===== config.mk =====
export PLATFORM = sky130hd
export DESIGN_NAME = pwr_seq_ctrl
export DESIGN_NICKNAME = d
export VERILOG_FILES = /design/src/rtl/pwr_seq_pkg.sv /design/src/rtl/pwr_seq_fsm.sv /design/src/rtl/pwr_seq_ramp.sv /design/src/rtl/pwr_seq_pgood.sv /design/src/rtl/pwr_seq_ctrl.sv
export SDC_FILE = /design/constraint.sdc
export NUM_CORES = 1
export LEC_CHECK = 0
export ABC_CLOCK_PERIOD_IN_PS = 4900
export CORE_MARGIN = 1.5
export CORE_UTILIZATION = 45
export CTS_BUF_LIST = sky130_fd_sc_hd__clkbuf_2
export DETAILED_ROUTE_END_ITERATION = 12
export PLACE_DENSITY = 0.76
export SETUP_SLACK_MARGIN = 0.3
export SLEW_MARGIN = 20
export SYNTH_ARGS = -nofsm -noshare
export SYNTH_HDL_FRONTEND = slang
export SYNTH_HIERARCHICAL = 1
export SYNTH_SLANG_ARGS = --single-unit
export TNS_END_PERCENT = 5

===== constraint.sdc =====
create_clock -name clk -period 4.9 [get_ports clk]
set_clock_uncertainty 0.2 [all_clocks]
set_input_delay 0.735 -clock clk [delete_from_list [all_inputs] [get_ports clk]]
set_output_delay 0.735 -clock clk [all_outputs]
set_load 0.02 [all_outputs]

===== src/rtl/pwr_seq_pkg.sv =====
package pwr_seq_pkg;

  typedef enum logic [2:0] {
    ST_POFF = 3'd0,
    ST_HR   = 3'd1,
    ST_PDN2 = 3'd2,
    ST_ARM  = 3'd3,
    ST_PUP1 = 3'd4,
    ST_PUP2 = 3'd5,
    ST_PON  = 3'd6
  } pseq_state_e;

  function automatic logic is_up(pseq_state_e s);
    return (s == ST_PUP1) || (s == ST_PUP2) || (s == ST_PON);
  endfunction

  function automatic int imax(int a, int b);
    return (a > b) ? a : b;
  endfunction

endpackage


===== src/rtl/pwr_seq_fsm.sv =====
module pwr_seq_fsm
  import pwr_seq_pkg::*;
#(
  parameter int SETTLE_EXT_T  = 100,
  parameter int SETTLE_HOST_T = 50,
  parameter int PUP_T         = 5000,
  parameter int PDN_T         = 1000
) (
  input  logic        clk,
  input  logic        rst_n,
  input  logic        tick,
  input  logic        bat_ok,
  input  logic        ext_pwr,
  input  logic        host_on,
  input  logic        pbtn,
  output pseq_state_e state_q,
  output logic        wake_rel,
  output logic        aux_perm
);

  localparam int TMAX = imax(imax(SETTLE_EXT_T, SETTLE_HOST_T), imax(PUP_T, PDN_T));
  localparam int TW   = $clog2(TMAX + 1);
  localparam logic [TW-1:0] LIM_EXT  = TW'(SETTLE_EXT_T - 1);
  localparam logic [TW-1:0] LIM_HOST = TW'(SETTLE_HOST_T - 1);
  localparam logic [TW-1:0] LIM_PUP  = TW'(PUP_T - 1);
  localparam logic [TW-1:0] LIM_PDN  = TW'(PDN_T - 1);

  pseq_state_e   state_d;
  logic          boot_q, src_host_q, src_host_d;
  logic          ext_d, host_d, btn_d;
  logic [TW-1:0] tmr_q, tmr_d, lim;
  logic          timed, expired;
  logic          ext_rise, host_rise, btn_rise;

  always_comb begin
    ext_rise  = ext_pwr & ~ext_d;
    host_rise = host_on & ~host_d;
    btn_rise  = pbtn & ~btn_d;

    timed = 1'b1;
    unique case (state_q)
      ST_PDN2:          lim = LIM_PDN;
      ST_ARM:           lim = src_host_q ? LIM_HOST : LIM_EXT;
      ST_PUP1, ST_PUP2: lim = LIM_PUP;
      default: begin
        lim   = '0;
        timed = 1'b0;
      end
    endcase
    expired = timed & tick & (tmr_q == lim);

    state_d    = state_q;
    src_host_d = src_host_q;
    if (boot_q) begin
      state_d = bat_ok ? ST_POFF : ST_PDN2;
    end else begin
      unique case (state_q)
        ST_POFF, ST_HR: begin
          if (btn_rise) begin
            state_d = ST_PUP1;
          end else if (bat_ok && ext_rise) begin
            state_d    = ST_ARM;
            src_host_d = 1'b0;
          end else if (bat_ok && host_rise) begin
            state_d    = ST_ARM;
            src_host_d = 1'b1;
          end
        end
        ST_PDN2:          if (expired) state_d = ST_HR;
        ST_ARM:           if (expired) state_d = ST_PUP2;
        ST_PUP1, ST_PUP2: if (expired) state_d = host_on ? ST_PON : ST_POFF;
        ST_PON:           if (!host_on) state_d = ST_POFF;
        default:          state_d = ST_POFF;
      endcase
    end

    if (state_d != state_q) begin
      tmr_d = '0;
    end else if (timed && tick) begin
      tmr_d = tmr_q + TW'(1);
    end else begin
      tmr_d = tmr_q;
    end

    wake_rel = is_up(state_q);
    aux_perm = is_up(state_q);
  end

  always_ff @(posedge clk or negedge rst_n) begin
    if (!rst_n) begin
      state_q    <= ST_POFF;
      boot_q     <= 1'b1;
      src_host_q <= 1'b0;
      tmr_q      <= '0;
      ext_d      <= 1'b0;
      host_d     <= 1'b0;
      btn_d      <= 1'b0;
    end else begin
      state_q    <= state_d;
      boot_q     <= 1'b0;
      src_host_q <= src_host_d;
      tmr_q      <= tmr_d;
      ext_d      <= ext_pwr;
      host_d     <= host_on;
      btn_d      <= pbtn;
    end
  end

  AST_PDN2_TO_HR: assert property (@(posedge clk) disable iff (!rst_n)
    (($past(state_q) == ST_PDN2) && (state_q != ST_PDN2)) |-> (state_q == ST_HR));

  AST_NOBAT_HOLD: assert property (@(posedge clk) disable iff (!rst_n)
    ((($past(state_q) == ST_POFF) || ($past(state_q) == ST_HR)) && !$past(bat_ok)
      && !$past(pbtn) && !$past(boot_q)) |-> (state_q == $past(state_q)));

  AST_ARM_EXIT: assert property (@(posedge clk) disable iff (!rst_n)
    (($past(state_q) == ST_ARM) && (state_q != ST_ARM)) |-> (state_q == ST_PUP2));

  AST_PON_ENTRY: assert property (@(posedge clk) disable iff (!rst_n)
    ((state_q == ST_PON) && ($past(state_q) != ST_PON)) |-> $past(host_on));

endmodule


===== src/rtl/pwr_seq_ramp.sv =====
module pwr_seq_ramp #(
  parameter int N_REG  = 3,
  parameter int STEP_T = 1
) (
  input  logic             clk,
  input  logic             rst_n,
  input  logic             tick,
  input  logic             wake,
  output logic [N_REG-1:0] en_q
);

  localparam int SW = (STEP_T > 1) ? $clog2(STEP_T) : 1;
  localparam logic [SW-1:0] STEP_LIM = SW'(STEP_T - 1);

  logic [N_REG-1:0] en_d;
  logic [SW-1:0]    stp_q, stp_d;

  always_comb begin
    en_d  = en_q;
    stp_d = stp_q;
    if (!wake) begin
      en_d  = '0;
      stp_d = '0;
    end else if (!en_q[0]) begin
      en_d[0] = 1'b1;
      stp_d   = '0;
    end else if (!en_q[N_REG-1] && tick) begin
      if (stp_q == STEP_LIM) begin
        en_d  = (en_q << 1) | {{(N_REG-1){1'b0}}, 1'b1};
        stp_d = '0;
      end else begin
        stp_d = stp_q + SW'(1);
      end
    end
  end

  always_ff @(posedge clk or negedge rst_n) begin
    if (!rst_n) begin
      en_q  <= '0;
      stp_q <= '0;
    end else begin
      en_q  <= en_d;
      stp_q <= stp_d;
    end
  end

  AST_EN_ONE_STEP: assert property (@(posedge clk) disable iff (!rst_n)
    (en_q != '0) |-> ($countones(en_q) <= $countones($past(en_q)) + 1));

  AST_EN_DROP: assert property (@(posedge clk) disable iff (!rst_n)
    !wake |=> (en_q == '0));

endmodule


===== src/rtl/pwr_seq_pgood.sv =====
module pwr_seq_pgood #(
  parameter int N_REG = 3,
  parameter int PG_T  = 230
) (
  input  logic             clk,
  input  logic             rst_n,
  input  logic             tick,
  input  logic [N_REG-1:0] reg_en,
  input  logic [N_REG-1:0] reg_ok,
  output logic             pgood
);

  localparam int CW = $clog2(PG_T + 1);
  localparam logic [CW-1:0] PG_LIM = CW'(PG_T - 1);

  logic [N_REG-1:0] lane_fine;
  logic             all_ok;
  logic [CW-1:0]    cnt_q, cnt_d;
  logic             qual_q, qual_d;

  for (genvar g = 0; g < N_REG; g++) begin : g_lane
    assign lane_fine[g] = reg_ok[g] | ~reg_en[g];
  end

  always_comb begin
    all_ok = (|reg_en) & (&lane_fine);
    cnt_d  = cnt_q;
    qual_d = qual_q;
    if (!all_ok) begin
      cnt_d  = '0;
      qual_d = 1'b0;
    end else if (!qual_q && tick) begin
      if (cnt_q == PG_LIM) qual_d = 1'b1;
      else                 cnt_d  = cnt_q + CW'(1);
    end
    pgood = qual_q & all_ok;
  end

  always_ff @(posedge clk or negedge rst_n) begin
    if (!rst_n) begin
      cnt_q  <= '0;
      qual_q <= 1'b0;
    end else begin
      cnt_q  <= cnt_d;
      qual_q <= qual_d;
    end
  end

  AST_PG_NEEDS_EN: assert property (@(posedge clk) disable iff (!rst_n)
    pgood |-> (|reg_en));

  AST_PG_QUAL_RISE: assert property (@(posedge clk) disable iff (!rst_n)
    $rose(qual_q) |-> ($past(all_ok) && $past(tick)));

endmodule


===== src/rtl/pwr_seq_ctrl.sv =====
module pwr_seq_ctrl
  import pwr_seq_pkg::*;
#(
  parameter int N_REG         = 3,
  parameter int SETTLE_EXT_T  = 100,
  parameter int SETTLE_HOST_T = 50,
  parameter int PUP_T         = 5000,
  parameter int PG_T          = 230,
  parameter int PDN_T         = 1000,
  parameter int STEP_T        = 1
) (
  input  logic             clk,
  input  logic             rst_n,
  input  logic             tick_ms,
  input  logic             bat_ok,
  input  logic             ext_pwr,
  input  logic             host_on,
  input  logic             pbtn,
  input  logic [N_REG-1:0] reg_ok,
  output logic             wake_rel,
  output logic [N_REG-1:0] reg_en,
  output logic             pgood,
  output logic [2:0]       state_code,
  output logic             aux_perm
);

  pseq_state_e st;

  pwr_seq_fsm #(
    .SETTLE_EXT_T (SETTLE_EXT_T),
    .SETTLE_HOST_T(SETTLE_HOST_T),
    .PUP_T        (PUP_T),
    .PDN_T        (PDN_T)
  ) u_fsm (
    .clk     (clk),
    .rst_n   (rst_n),
    .tick    (tick_ms),
    .bat_ok  (bat_ok),
    .ext_pwr (ext_pwr),
    .host_on (host_on),
    .pbtn    (pbtn),
    .state_q (st),
    .wake_rel(wake_rel),
    .aux_perm(aux_perm)
  );

  pwr_seq_ramp #(
    .N_REG (N_REG),
    .STEP_T(STEP_T)
  ) u_ramp (
    .clk  (clk),
    .rst_n(rst_n),
    .tick (tick_ms),
    .wake (wake_rel),
    .en_q (reg_en)
  );

  pwr_seq_pgood #(
    .N_REG(N_REG),
    .PG_T (PG_T)
  ) u_pg (
    .clk   (clk),
    .rst_n (rst_n),
    .tick  (tick_ms),
    .reg_en(reg_en),
    .reg_ok(reg_ok),
    .pgood (pgood)
  );

  assign state_code = st;

  AST_EN_NEEDS_WAKE: assert property (@(posedge clk) disable iff (!rst_n)
    (|reg_en) |-> $past(wake_rel));

  AST_AUX_TRACKS_WAKE: assert property (@(posedge clk) disable iff (!rst_n)
    (aux_perm == wake_rel) && (wake_rel == (state_code >= 3'd4)));

endmodule


## Word-level counts from Yosys, hierarchy flattened

Cells that the tools add are included.

- Add/sub/neg operators: 3
- Equality and inequality tests: 16
- Multiplexer cells: 33
- Bitwise operators: 18
- Reduce and logical (&&, ||, !) cells: 21

Operators with widths:

| cell | count |
|---|---|
| 13-bit case mux with 3 select lines | 1 |
| 3-bit two-way mux | 12 |
| 13-bit two-way mux | 2 |
| 8-bit two-way mux | 3 |
| 3-bit case mux with 5 select lines | 1 |
| 13-bit by 1-bit adder with 13-bit output, second input constant | 1 |
| 13-bit == test | 1 |
| 2-bit != test, second input constant | 6 |
| 1-bit two-way mux | 11 |
| 3-bit == test, second input constant | 3 |
| 8-bit by 1-bit adder with 8-bit output, second input constant | 1 |
| 8-bit == test, second input constant | 1 |
| 1-bit NOT | 8 |
| 1-bit bitwise AND | 7 |
| 7-bit two-way mux | 1 |
| 3-bit by 2-bit == test with 1-bit output, second input constant | 2 |
| 3-bit AND reduction | 2 |
| 1-bit logical AND | 5 |
| 2-bit two-way mux | 2 |
| 2-bit AND reduction | 2 |
| 4-bit AND reduction | 1 |
| 2-bit nonzero test | 2 |
| 2-bit OR reduction | 2 |
| 4-bit OR reduction | 1 |
| other kinds (9) | 13 |

- Register bits: 34
- Input port bits: 10
- Output and inout port bits: 9
- Word-level logic and storage cells: 103

## Logic depth before layout (Yosys ltp)

Gate-level depths: netlist of the first run.

- Depth after elaboration: 10
- Depth in mapped cells: 9
- Depth with buffers taken out: 6

## Cells and area by module

Netlist of the first run, hierarchy kept.

By module, submodules not included:

| module | instances | cells an instance | area each (um^2) |
|---|---|---|---|
| pwr_seq_fsm | 1 | 157 | 1451.4 |
| pwr_seq_pgood | 1 | 53 | 499.2 |
| pwr_seq_ramp | 1 | 9 | 112.6 |

## Worst setup path before layout of the first run

Ideal clock, no wire load.

- Path type: input -> output
- Start: input reg_ok[0]
- End: output pgood
- Arrival: 1.640 ns
- Required time: 3.965 ns
- Path slack: 2.325 ns
- Stages: 4
- Path buffers: 0
- Cells stage by stage: inv_1 > a222oi_1 > o31ai_2 > nor2_1

- Cells in the longest elaborated chain, start to end: 4

Ends and longest elaborated chain:

| what | RTL line | source |
|---|---|---|
| start: declaration | pwr_seq_ctrl.sv:19 | `input logic [N_REG-1:0] reg_ok,` |
| 1-bit bitwise OR | pwr_seq_pgood.sv:22 | `assign lane_fine[g] = reg_ok[g] \| ~reg_en[g];` |
| 3-bit AND reduction | pwr_seq_pgood.sv:26 | `all_ok = (\|reg_en) & (&lane_fine);` |
| 1-bit bitwise AND | pwr_seq_pgood.sv:26 |  |
| 1-bit bitwise AND | pwr_seq_pgood.sv:36 | `pgood = qual_q & all_ok;` |
| end: declaration | pwr_seq_ctrl.sv:22 | `output logic pgood,` |

Every way passes these cells.

## Final worst setup path of the first run

Same ends and word-level chain as after synthesis.

==> results of run 1 <==
[cell type report]
cell class / instances / area [sq um] / share of cell area
Multi-Input combinational cell: 168 / 1137 / 0.4914
Sequential cell: 33 / 827.0 / 0.3573
Timing Repair Buffer: 19 / 187.7 / 0.08108
Tap cell: 52 / 65.06 / 0.02811
Clock inverter: 2 / 33.78 / 0.01459
Inverter: 9 / 33.78 / 0.01459
Clock buffer: 6 / 30.03 / 0.01297
[stage by stage]
step                instance area (sq um)  instances
global placement                     2251        281
floorplan                            2063        219
detailed placement                   2251        281
finish                               2315        289
global route                         2315        289
CTS                                  2315        289
[cell usage after synthesis (2+ instances only)]
cell,n
dfrtp_1,32
nor3_1,20
nor2_1,19
nand2_1,17
nand3_1,12
xnor2_1,11
inv_1,9
xor2_1,7
a21oi_1,6
nand2b_1,5
nand4_1,5
o21ai_0,5
and2_1,3
buf_6,3
clkbuf_1,3
ha_1,3
nor2b_1,3
o21ai_2,3
o22ai_1,3
a211oi_1,2
a221oi_1,2
a22oi_1,2
and3_1,2
buf_4,2
mux2i_1,2
nand4b_1,2
o21bai_1,2
[critical path, stage by stage]
cell and delay (ns):
clkdlybuf4s50_1 0.45, inv_1 0.03, a222oi_1 0.37, o31ai_2 0.25, nor2_1 0.13, clkdlybuf4s50_1 0.60
[worst max path at each step]
stage	slack (ns)	to	from
floorplan	2.33	pgood	reg_ok[0]
global placement	1.42	pgood	reg_ok[0]
detailed placement	1.39	pgood	reg_ok[0]
CTS	1.40	pgood	reg_ok[0]
global route	1.29	pgood	reg_ok[0]
finish	1.40	pgood	reg_ok[0]
[logic make-up after synthesis]
kind of cell / Yosys count / synth area share
compound gates: 41 / 0.1607
xor+xnor: 19 / 0.08430
fa+ha+maj: 3 / 0.01819
buf+inv: 18 / 0.04790
flops: 33 / 0.4009
mux: 3 / 0.01516
other cells: 1 / 0.001818
simple gates: 101 / 0.2711
[power by group through the flow]
stage | Combinational (W) | Clock [W] | Sequential [W]
global route | 0.000123 | 0.000195 | 0.000315
detailed placement | 0.000111 | 0 | 0.000315
floorplan | 0.0000896 | 0 | 0.000305
finish | 0.000111 | 0.000180 | 0.000311
CTS | 0.000111 | 0.000186 | 0.000311
global placement | 0.000108 | 0 | 0.000316
[cells in the final DEF, fill, tap and decap left out, types with 2 or more instances in the layout]
cell / Yosys / final
a221oi_1: 2 / 2
nand4b_1: 2 / 2
clkbuf_2: 0 / 6
nand2b_1: 5 / 5
clkdlybuf4s50_1: 0 / 18
and2_1: 3 / 3
nand3_1: 12 / 12
dfrtp_1: 32 / 32
o21ai_2: 3 / 3
inv_1: 9 / 9
mux2i_1: 2 / 2
a211oi_1: 2 / 2
nand2_1: 17 / 17
nor2_1: 19 / 19
a22oi_1: 2 / 2
and3_1: 2 / 2
xor2_1: 7 / 7
nand4_1: 5 / 5
o21bai_1: 2 / 2
nor2b_1: 3 / 3
a21oi_1: 6 / 6
nor3_1: 20 / 20
o21ai_0: 5 / 5
ha_1: 3 / 3
o22ai_1: 3 / 3
xnor2_1: 11 / 11
[layer usage]
layer  track usage  part of all wire  wire, um  vias to the layer above
met5             0                 0         0                        -
met4       0.06499             0.015        63                        0
met3       0.04416             0.047       194                        7
met2        0.2866              0.47      1934                       36
met1        0.2332              0.47      1935                      796
li1              -                 -         -                      826
[flip-flops by register name (all words and copies together) (netlist names)]
register,count
u_fsm/tmr_q,13
u_pg/cnt_q,8
u_fsm/state_q,3
u_ramp/en_q,3
u_fsm/boot_q,1
u_fsm/btn_d,1
u_fsm/ext_d,1
u_fsm/host_d,1
u_fsm/src_host_q,1
u_pg/qual_q,1
==> run_results.csv, run 1 <==
group,metric,value,unit
timing,fmax,285.5,MHz
min_path,min_delay_path_depth,1,
timing,fin_crit_sh,0.7148,
routing,routed_wl,4128,um
clock_tree,cts-root-buf,"clkbuf_2",
timing,setup_viol,0,
clock_tree,ctsResizeCount,0,
min_path,min_to,"u_pg/cnt_q[3]",
worst_setup_path,worstReg2RegStart,"u_fsm/state_q[2]",
layout,fillerInstances,418,
worst_setup_path,worstPathRequired,3.96,ns
routing,via_count,1665,
clock_tree,clk_latency,0.38,ns
routing,drc,0,
worst_setup_path,crit_path_end_kind,"output port",
floorplanning,dieArea,5000,sq um
worst_setup_path,start_kind,"input port",
layout,final_util,0.5280,
power,powerDensity,259.9,nW/um^2
synthesis,synth_cells,219,
min_path,hp-class,"flip-flop to flip-flop",
global_routing,grt_pass1_vias,1604,
synthesis,yosysUniqueCellTypes,61,
synthesis,ys_async_sr_fraction,1.000,
synthesis,ys.flop_type,"dfrtp_1",
clock_tree,postCtsSetupRepairBufs,0,
clock_tree,numCtsBuffers,5,
place,gp_congestion,0.8187,
layout,num_antenna_cells,0,
timing,finalSetupTns,0,ns
clock_tree,cts_buffer_depth,2,
floorplanning,die_y,70.71,um
routing,drtAntennaViolNets,0,
timing,finalWorstSetupSlack,1.397,ns
synthesis,ys_seq_elements,33,
synthesis,syn_area_per_cell,9.421,sq um
floorplanning,die_w,70.71,um
global_routing,grt_pass1_wl,7141,um
timing,max_slew_margin,0.4760,
power,seqPwrFrac,0.518,
power,comb_power_share,0.184,
worst_setup_path,crit_path_max_fanout,10,
clock_tree,htree_levels,2,
global_routing,grtUsageTotal,0.1780,
status,status,"finished clean",
min_path,hp-start,"u_pg/cnt_q[3]",
routing,first_iter_violations,107,
synthesis,yosysSeqAreaShare,0.4008,
place,dpl.hpwl,2789,um
routing,detail_route.wl_per_cell,14.28,um
clock_tree,cts_tree,"done",
layout,area_delta_synth_final,12.19,%
floorplanning,start_util,0.4706,
power,swShare,0.2962,
power,peakVddDrop,241.2,uV
worst_setup_path,criticalPathCategory,"input port to output port",
floorplanning,core,4384,sq um
power,clockPowerShare,0.299,
power,total_power,0.0006015,W
global_routing,antenna_found_initial,0,
synthesis,netlist.top_cell.by_area,"dfrtp_1",
power,switchingPower,0.0001782,W
timing,rsz0062_at_grt,"false",
clock_tree,holdBufCountCts,0,
worst_setup_path,cp_data_arrival_time,2.57,ns
floorplanning,row_count,24,
routing,via_per_inst,5.761,
power,p_leak,0.9500,nW
synthesis,synth_top_area_share,0.3881,
timing,whs,0.3769,ns
synthesis,synthTopCellsByArea,"dfrtp_1 39%, nor3_1 4.9%, xnor2_1 4.7%",
timing,worst_pin_slew,0.7834,ns
timing,finalMaxSlewViolations,0,
flow_run,max_cap_viol_count,0,
synthesis,netlist_area,2063,sq um
timing,period_minus_slack,3.503,ns
power,power.internal,0.0004233,W
timing,hold_viol,0,
synthesis,synth_warnings,6,
global_routing,grt_max_degree,34,
worst_setup_path,reg2reg_to,"u_fsm/tmr_q[6]",
worst_setup_path,worst-r2r-cell-count,6,
global_routing,grt_overflow_total,0,
routing,first_pass_iters,4,
layout,final_layout_size_suffix_gt1_frac,0.09283,
place,port_buffers,18,
place,pre_cts_slack,1.389,ns
floorplanning,io_pins,19,
layout,nNetsFinal,249,
synthesis,syn_nets,232,
clock_tree,clk_pin_slew_worst_paths,0.16,ns
clock_tree,clock_sinks,33,
worst_setup_path,regToRegSetupSlack,1.92,ns
synthesis,synth_edf_count,0,
(Power assumes the default switching activity.)
==> inputs of run 2 (changes only) <==
- ABC_CLOCK_PERIOD_IN_PS: 4900 -> 3400
- clock period: 4.9 -> 3.4 ns (I/O delays scaled with it)
==> run_results.csv, run 2 (synthesis results as in run 1) <==
group,metric,value,unit
layout,largest_reg_flops,13,
routing,drtAntennaViolNets,0,
global_routing,antenna_found_initial,0,
global_routing,grt_pass1_wl,8010,um
timing,fin_crit_sh,0.8856,
routing,drc,0,
routing,detail_route.wl_per_cell,15.49,um
clock_tree,cts_tree,"done",
global_routing,grtUsageTotal,0.2031,
floorplanning,dieArea,5000,sq um
clock_tree,cts_buffer_depth,2,
worst_setup_path,crit_path_end_kind,"output port",
global_routing,grt_pass1_vias,1741,
timing,worst_pin_slew,0.5340,ns
timing,rsz0062_at_grt,"true",
floorplanning,start_util,0.4706,
place,place_area,2288,sq um
floorplanning,core,4384,sq um
routing,routed_wl,4571,um
timing,finalSetupTns,0,ns
power,powerDensity,373.4,nW/um^2
timing,max_slew_margin,0.6440,
layout,largestRegisters,"u_fsm/tmr_q: 13 flops, u_pg/cnt_q: 8 flops",
clock_tree,clk_pin_slew_worst_paths,0.17,ns
worst_setup_path,criticalPathCategory,"flip-flop to output port",
floorplanning,io_pins,19,
timing,setup_viol,0,
layout,num_antenna_cells,0,
layout,nNetsFinal,255,
worst_setup_path,crit_path_max_fanout,15,
layout,design_area,2369,sq um
place,port_buffers,18,
floorplanning,die_y,70.71,um
flow_run,max_cap_viol_count,0,
worst_setup_path,start_kind,"flip-flop",
power,peakVddDrop,265.8,uV
worst_setup_path,worstPathRequired,2.69,ns
clock_tree,cts-root-buf,"clkbuf_2",
worst_setup_path,cp_data_arrival_time,2.30,ns
layout,final_layout_size_suffix_gt1_frac,0.1152,
clock_tree,clk_latency,0.38,ns
layout,registers.top_by_ff_count,"u_fsm/tmr_q",
timing,fmax,332.1,MHz
place,gp_congestion,0.8258,
clock_tree,numCtsBuffers,5,
routing,via_count,1725,
place,dpl.hpwl,3157,um
status,status,"finished clean",
global_routing,grt_max_degree,34,
routing,first_iter_violations,89,
floorplanning,die_w,70.71,um
routing,first_pass_iters,4,
min_path,hp-class,"input port to asynchronous set/reset pin",
global_routing,grt_overflow_total,0,
clock_tree,htree_levels,2,
layout,final_common_cell,"dfrtp_1",
timing,hold_viol,0,
power,p_leak,0.9824,nW
timing,finalMaxSlewViolations,0,
timing,period_minus_slack,3.011,ns
layout,area_delta_synth_final,14.80,%
layout,most-common-layout-cells,"32 x dfrtp_1, 20 x nor3_1, 19 x nor2_1",
routing,via_per_inst,5.847,
clock_tree,clock_sinks,33,
floorplanning,row_count,24,
[run 2: changes by cell type in the layout (fill, tap and decap cells not counted)]
cell     before  now
o31ai_2       1    0
buf_4         1    7
o31ai_4       0    1
[run 2: through the flow]
step           std cells  worst slack (ns)    util  power [W]  hold WS, ns
5_1_grt              295            0.2364  0.5402  0.0009365       0.2832
2_1_floorplan        219             1.019       -  0.0005683      0.01441
3_5_place_dp         286            0.3065  0.5220  0.0006239       0.3357
3_3_place_gp         286            0.3706  0.5220  0.0006173       0.3458
6_report             295            0.3889  0.5402  0.0008845       0.2965
4_1_cts              294            0.3126  0.5365  0.0008905       0.3023
[run 2: per-layer routing]
| layer | track usage | up-vias | wire length [um] |
|---|---|---|---|
| li1 | - | 836 | - |
| met2 | 0.3146 | 41 | 2235 |
| met3 | 0.05983 | 7 | 161 |
| met5 | 0 | - | 0 |
| met1 | 0.2675 | 841 | 2105 |
| met4 | 0.08176 | 0 | 68 |
[run 2: area by class of cell]
class,instances,area [sq um]
clock inverter,2,33.78
clock buffer,6,30.03
inverter,9,33.78
sequential,33,827.0
multi-input combinational,168,1146
tap,52,65.06
fill,413,2016
timing repair buffer,25,232.7
[run 2: what timing repair did]
action / CTS / global route
hold buffers: 0 / 0
resized for setup: 0 / 1
buffers inserted: 0 / 1
setup endpoints to repair: 0 / 3
[run 2: power breakdown]
group / total [W] / switching (W) / internal [W]
clock: 0.000264 / 0.000139 / 0.000125
sequential: 0.000441 / 0.0000296 / 0.000411
combinational: 0.000179 / 0.0000997 / 0.0000794
total: 0.000884 / 0.000268 / 0.000616
[run 2: critical path, stage by stage (launching register included)]
cell	delay (ns)
dfrtp_1	0.71
buf_4	0.26
and2_1	0.29
clkdlybuf4s50_1	0.66
[run 2: final timing paths]
| kind | from | to | slack, ns | cells past startpoint |
|---|---|---|---|---|
| hold / removal | rst_n | u_ramp/en_q[2] | 0.30 | 2 |
| max in group asynchronous | rst_n | u_fsm/boot_q | 2.36 | 2 |
| setup reg to reg | u_fsm/state_q[2] | u_fsm/tmr_q[1] | 0.51 | 6 |
| setup / recovery | u_fsm/state_q[2] | wake_rel | 0.39 | 3 |
| min in group clk | u_pg/cnt_q[7] | u_pg/cnt_q[7] | 0.37 | 2 |
| hold reg to reg | u_pg/cnt_q[7] | u_pg/cnt_q[7] | 0.37 | 2 |
